**src/rtl/pix_gain_pkg.sv**
```systemverilog
package pix_gain_pkg;
  // number of colour channels handled side by side
  localparam int unsigned NCH = 3;

  // video timing flags carried beside the data
  typedef struct packed {
    logic hs;
    logic vs;
    logic de;
  } sync_t;
endpackage

```
**src/rtl/pix_gain_step_sync.sv**
```systemverilog
// Brings the asynchronous button level into the clock domain and emits a
// one-cycle pulse on each rising edge.
module pix_gain_step_sync #(
  parameter int unsigned STAGES = 2
) (
  input  logic clk,
  input  logic rst,
  input  logic btn_i,
  output logic pulse_o
);
  logic [STAGES-1:0] sr_q;
  logic              prev_q;

  always_ff @(posedge clk) begin
    if (rst) begin
      sr_q   <= '0;
      prev_q <= 1'b0;
    end else begin
      sr_q   <= {sr_q[STAGES-2:0], btn_i};
      prev_q <= sr_q[STAGES-1];
    end
  end

  assign pulse_o = sr_q[STAGES-1] & ~prev_q;
endmodule

```
**src/rtl/pix_gain_reg.sv**
```systemverilog
// One channel gain: 1.FRAC_W fixed point, unity at reset, saturating steps.
module pix_gain_reg #(
  parameter int unsigned FRAC_W = 8,
  localparam int unsigned GAIN_W = FRAC_W + 1
) (
  input  logic              clk,
  input  logic              rst,
  input  logic              step_i,
  input  logic              enable_i,
  input  logic              down_i,
  output logic [GAIN_W-1:0] gain_o
);
  localparam logic [GAIN_W-1:0] UNITY = {1'b1, {FRAC_W{1'b0}}};

  logic [GAIN_W-1:0] gain_q;

  always_ff @(posedge clk) begin
    if (rst) begin
      gain_q <= UNITY;
    end else if (step_i && enable_i) begin
      if (down_i) begin
        if (gain_q != '0) gain_q <= gain_q - 1'b1;
      end else begin
        if (gain_q < UNITY) gain_q <= gain_q + 1'b1;
      end
    end
  end

  assign gain_o = gain_q;
endmodule

```
**src/rtl/pix_gain_mul.sv**
```systemverilog
// Registered multiply of one component by its gain; keeps the integer byte.
module pix_gain_mul #(
  parameter int unsigned PIX_W  = 8,
  parameter int unsigned FRAC_W = 8,
  localparam int unsigned GAIN_W = FRAC_W + 1,
  localparam int unsigned PROD_W = 2 * ((PIX_W + 1 > GAIN_W) ? PIX_W + 1 : GAIN_W)
) (
  input  logic              clk,
  input  logic              rst,
  input  logic [PIX_W-1:0]  pix_i,
  input  logic [GAIN_W-1:0] gain_i,
  output logic [PIX_W-1:0]  pix_o
);
  logic [PROD_W-1:0] a_ext;
  logic [PROD_W-1:0] b_ext;
  logic [PROD_W-1:0] prod;

  always_comb begin
    a_ext = PROD_W'(pix_i);
    b_ext = PROD_W'(gain_i);
    prod  = a_ext * b_ext;
  end

  always_ff @(posedge clk) begin
    if (rst) pix_o <= '0;
    else     pix_o <= prod[FRAC_W +: PIX_W];
  end
endmodule

```
**src/rtl/pix_gain_adj.sv**
```systemverilog
module pix_gain_adj
  import pix_gain_pkg::*;
#(
  parameter int unsigned PIX_W       = 8,
  parameter int unsigned FRAC_W      = 8,
  parameter int unsigned SYNC_STAGES = 2
) (
  input  logic             clk,
  input  logic             rst,
  input  logic [PIX_W-1:0] in_r,
  input  logic [PIX_W-1:0] in_g,
  input  logic [PIX_W-1:0] in_b,
  input  logic             in_hs,
  input  logic             in_vs,
  input  logic             in_de,
  input  logic [2:0]       sel_mask,
  input  logic             dir_down,
  input  logic             grp_gain,
  input  logic             step_btn,
  output logic [PIX_W-1:0] out_r,
  output logic [PIX_W-1:0] out_g,
  output logic [PIX_W-1:0] out_b,
  output logic             out_hs,
  output logic             out_vs,
  output logic             out_de
);
  localparam int unsigned GAIN_W = FRAC_W + 1;

  logic                          step_pulse;
  logic [NCH-1:0][GAIN_W-1:0]    gain_q;
  logic [NCH-1:0][PIX_W-1:0]     pix_in;
  logic [NCH-1:0][PIX_W-1:0]     pix_out;
  sync_t                         ctl_q;

  assign pix_in[0] = in_r;
  assign pix_in[1] = in_g;
  assign pix_in[2] = in_b;

  pix_gain_step_sync #(.STAGES(SYNC_STAGES)) u_step (
    .clk    (clk),
    .rst    (rst),
    .btn_i  (step_btn),
    .pulse_o(step_pulse)
  );

  for (genvar ch = 0; ch < NCH; ch++) begin : g_ch
    pix_gain_reg #(.FRAC_W(FRAC_W)) u_reg (
      .clk     (clk),
      .rst     (rst),
      .step_i  (step_pulse),
      .enable_i(grp_gain & sel_mask[ch]),
      .down_i  (dir_down),
      .gain_o  (gain_q[ch])
    );

    pix_gain_mul #(.PIX_W(PIX_W), .FRAC_W(FRAC_W)) u_mul (
      .clk   (clk),
      .rst   (rst),
      .pix_i (pix_in[ch]),
      .gain_i(gain_q[ch]),
      .pix_o (pix_out[ch])
    );
  end

  // timing flags get the same single register stage as the products
  always_ff @(posedge clk) begin
    if (rst) ctl_q <= '0;
    else     ctl_q <= '{hs: in_hs, vs: in_vs, de: in_de};
  end

  assign out_r  = pix_out[0];
  assign out_g  = pix_out[1];
  assign out_b  = pix_out[2];
  assign out_hs = ctl_q.hs;
  assign out_vs = ctl_q.vs;
  assign out_de = ctl_q.de;
endmodule

```
**config.mk**
```make
export PLATFORM = sky130hd
export DESIGN_NAME = pix_gain_adj
export DESIGN_NICKNAME = d
export VERILOG_FILES = /design/src/rtl/pix_gain_pkg.sv /design/src/rtl/pix_gain_step_sync.sv /design/src/rtl/pix_gain_reg.sv /design/src/rtl/pix_gain_mul.sv /design/src/rtl/pix_gain_adj.sv
export SDC_FILE = /design/constraint.sdc
export NUM_CORES = 1
export LEC_CHECK = 0
export ABC_CLOCK_PERIOD_IN_PS = 7400
export BUFFER_PORTS_ARGS = -buffer_cell sky130_fd_sc_hd__buf_2
export CORE_MARGIN = 2
export CORE_UTILIZATION = 55
export CTS_CLUSTER_SIZE = 14
export DETAILED_ROUTE_END_ITERATION = 7
export PLACE_DENSITY_LB_ADDON = 0.25
export SYNTH_ARGS = -nofsm -noshare
export SYNTH_HDL_FRONTEND = slang
export SYNTH_SLANG_ARGS = --single-unit
export TNS_END_PERCENT = 20
```
**constraint.sdc**
```tcl
create_clock -name clk -period 7.4 [get_ports clk]
set_clock_uncertainty 0.2 [all_clocks]
set_input_delay 0.37 -clock clk [delete_from_list [all_inputs] [get_ports clk]]
set_output_delay 0.37 -clock clk [all_outputs]
set_load 0.05 [all_outputs]
```
==> out/metrics.yaml <==
syn-cell-area_um2: 9120
grt_setup_unrepaired: "no"
hp-start: "in_de"
portBuffers: 61
finalNetCount: 1362
fp.dieArea_um2: 17600
hold_end: "out_de$_SDFF_PP0_"
post_dp_cell_area_um2: 9610
cts_hold_buf: 0
slew_headroom_pct: 55.5
maxCapViolations: 0
synth_top_area_share_pct: 27.0
num_io_pins: 62
outcome: "finished, final reports clean"
ir_drop_mv: 0.105
yosysWarningCount: 0
crit_type: "reg2reg"
fin_crit_ps: 4950
dp_hpwl_mm: 14.8
drive_gt1_share_pct: 8.52
r2r_start: "g_ch[2].u_reg.gain_o[5]$_SDFFE_PP0P_"
root_buffer: "clkbuf_16"
clk_pin_slew_worst_paths_ps: 60
fp-row-count: 47
hold_class: "in2reg"
cts_tree: "yes"
fin_tns_setup_ps: 0
crit_start: "g_ch[2].u_reg.gain_o[5]$_SDFFE_PP0P_"
slowest_stage: "fa_1"
maxSlewViolCount: 0
ys_seq_area_share_pct: 12.5
path_max_fanout: 11
clock_latency_ps: 350
cp.required_ps: 7430
setup_viol: 0
drt_iter0_markers: 339
r2r-end: "g_ch[2].u_mul.pix_o[6]$_SDFF_PP0_"
max_clock_freq_mhz: 202
vias: 6859
wl_per_cell_um: 14.3
crit_family: "adder cells"
grt_pass1_vias: 6817
grt.overflow.total: 0
totalWireLength_mm: 18.8
tightest_slew_ps: 667
antenna_found_initial: 1
grt_max_degree: 57
worstPathArrival_ps: 4970
path_cells: "nand2_1 > fa_1 > fa_1 > inv_1 > fa_1 > inv_1 > fa_1 > inv_1 > ha_1 > a21o_1 > a21o_1 > a221oi_2 > o21ai_2 > a21oi_1 > mux2_2"
start_util_pct: 55.6
clock_sinks: 57
crit_path_max_incr_delay_ps: 570
p_leak_nw: 5.10
drc: 0
grt_use_total_pct: 22.8
async_reset_ff_share_pct: 0
synth_top_cell_by_area: "fa_1"
period_share_pct: 66.9
crit_path_end_kind: "flop"
startpoint_type: "flop"
r2r_setup_slack_ps: 2450
ys_types: 52
post_cts_resized: 0
synth_edf_count: 0
num-fill-cells: 1457
via_per_inst: 5.22
critPathBufInv: 3
seq_area_um2: 1140
dieWidth_um: 133
final_area_um2: 9930
hold_viol_final: 0
place_congestion: 0.844
multiInputGateArea_um2: 7150
cts_inserted_buffers: 9
hold_path_depth: 2
core_area_um2: 16400
path_common_cell: "fa_1"
synth_cells: 1043
ys_ff_latch: 57
first_pass_iters: 4
reg2reg_depth: 15
synth_nets: 1318
synth_flop_cell: "dfxtp_1"
die_h_um: 133
max-clock-path-buffers: 2
avgSynthCellArea_um2: 8.75
grt_pass1_wl_mm: 32.7
antenna_left: 0
synth_area_leaders: "fa_1 (27%), ha_1 (16%), dfxtp_1 (13%)"
final_util_pct: 60.5
syn2layout_area_growth_pct: 8.83
postCtsSetupBuffers: 0
htreeDepth: 3
powerDensity_nw_per_um2: 102
## layout by cell type (no fill, tap or decap), drive strengths merged, types with 6 or more instances in the layout
cell type and n:
o21a 7, ha 117, a21o 6, nor2 59, nor4 6, xnor2 30
nor3 14, o21ai 23, o211ai 7, and2 158, a21oi 27, inv 188
buf 65, nand3 7, mux2i 17, dfxtp 57, nand2 66, clkbuf 9
xor2 18, fa 123, a211oi 9, nor2b 10
## per-layer routing
| layer | wire [um] | track usage [%] |
|---|---|---|
| met1 | 8980 | 31.8 |
| met2 | 8840 | 36.8 |
| met3 | 590 | 3.07 |
| met4 | 423 | 7.23 |
| met5 | 0 | 0 |
## cell usage after synthesis, types with 2 or more instances
cell type and number:
nor2b_1 10, a21o_1 6, or2_2 4, nand2_1 66, o2bb2ai_1 2, and2_1 158, a31o_2 2, ha_1 117
inv_1 188, and3_1 3, nand4b_1 2, or3_1 4, o211ai_1 7, xor2_1 18, and4_1 3, a2111oi_0 2
a31oi_1 4, o21a_1 7, mux2i_1 17, o2111ai_1 4, clkbuf_1 26, fa_1 123, a21oi_1 27, nand3_1 7
buf_2 6, xnor2_1 30, a221o_1 2, nand2b_1 4, a211oi_1 9, nor3_1 14, nor2_1 59, o21bai_1 4
dfxtp_1 57, nor4_1 6, o21ai_0 22, nand4_1 4, nand3b_1 4
## report_power, final
part / internal (mW) / leakage, nW / total, mW / switching [mW]
Clock: 0.295 / 0.155 / 0.462 / 0.167
Sequential: 0.321 / 0.467 / 0.329 / 0.00851
Combinational: 0.0771 / 4.47 / 0.221 / 0.144
Total: 0.692 / 5.10 / 1.01 / 0.320
## kinds of logic (layout without fill, tap and decap cells)
| logic type | after synthesis | count (layout) | synth area share, % |
|---|---|---|---|
| DFF | 57 | 57 | 12.5 |
| AOI/OAI and AO/OA | 111 | 111 | 8.28 |
| xor gates and xnor gates | 48 | 48 | 4.61 |
| and+or+nand+nor | 349 | 349 | 20.4 |
| other | 0 | 1 | 0 |
| adders and majority gates | 240 | 240 | 43.0 |
| buffers and inverters | 220 | 269 | 9.13 |
| muxes | 18 | 18 | 1.99 |
## final cells by class
| type | instances | area share (%) |
|---|---|---|
| clock buffer | 9 | 2.27 |
| sequential | 57 | 11.5 |
| timing repair buffer | 65 | 3.38 |
| clock inverter | 7 | 0.958 |
| inverter | 188 | 7.11 |
| antenna | 1 | 0.0252 |
| multi-input combinational | 766 | 72.0 |
| tap | 220 | 2.77 |
## sequential cells by signal (all words and copies together), names as in the netlist
| name | cells |
|---|---|
| g_ch.u_reg.gain_o | 27 |
| out_de | 1 |
| out_hs | 1 |
| u_step.prev_q | 1 |
| out_vs | 1 |
| g_ch.u_mul.pix_o | 24 |
| u_step.sr_q | 2 |
## worst max-delay path by stage
| stage | endpoint | slack (ps) | cells past startpoint |
|---|---|---|---|
| after detailed placement | g_ch[2].u_mul.pix_o[6]$_SDFF_PP0_ | 2470 | 15 |
| after floorplan | g_ch[2].u_mul.pix_o[6]$_SDFF_PP0_ | 2660 | 16 |
| after global routing | g_ch[2].u_mul.pix_o[6]$_SDFF_PP0_ | 2140 | 15 |
| final | g_ch[2].u_mul.pix_o[6]$_SDFF_PP0_ | 2450 | 15 |
| after CTS | g_ch[2].u_mul.pix_o[6]$_SDFF_PP0_ | 2430 | 15 |
| after global placement | g_ch[2].u_mul.pix_o[6]$_SDFF_PP0_ | 2510 | 16 |
## worst register-to-register path: stages, from the launching register on
cell and delay, ps:
dfxtp_1 520, nand2_1 130, fa_1 520, fa_1 570
inv_1 60, fa_1 470, inv_1 50, fa_1 470
inv_1 40, ha_1 310, a21o_1 200, a21o_1 190
a221oi_2 470, o21ai_2 140, a21oi_1 170, mux2_2 340
## through the flow
step	instances	hold slack, ps	worst slack (ps)	power, mW
2_1_floorplan	1043	214	2660	0.490
3_3_place_gp	1296	260	2510	0.554
3_5_place_dp	1296	264	2470	0.556
4_1_cts	1312	23.9	2430	1.02
5_1_grt	1313	40.4	2140	1.06
6_report	1313	35.1	2450	1.01
Power figures use the tool's default switching activity.
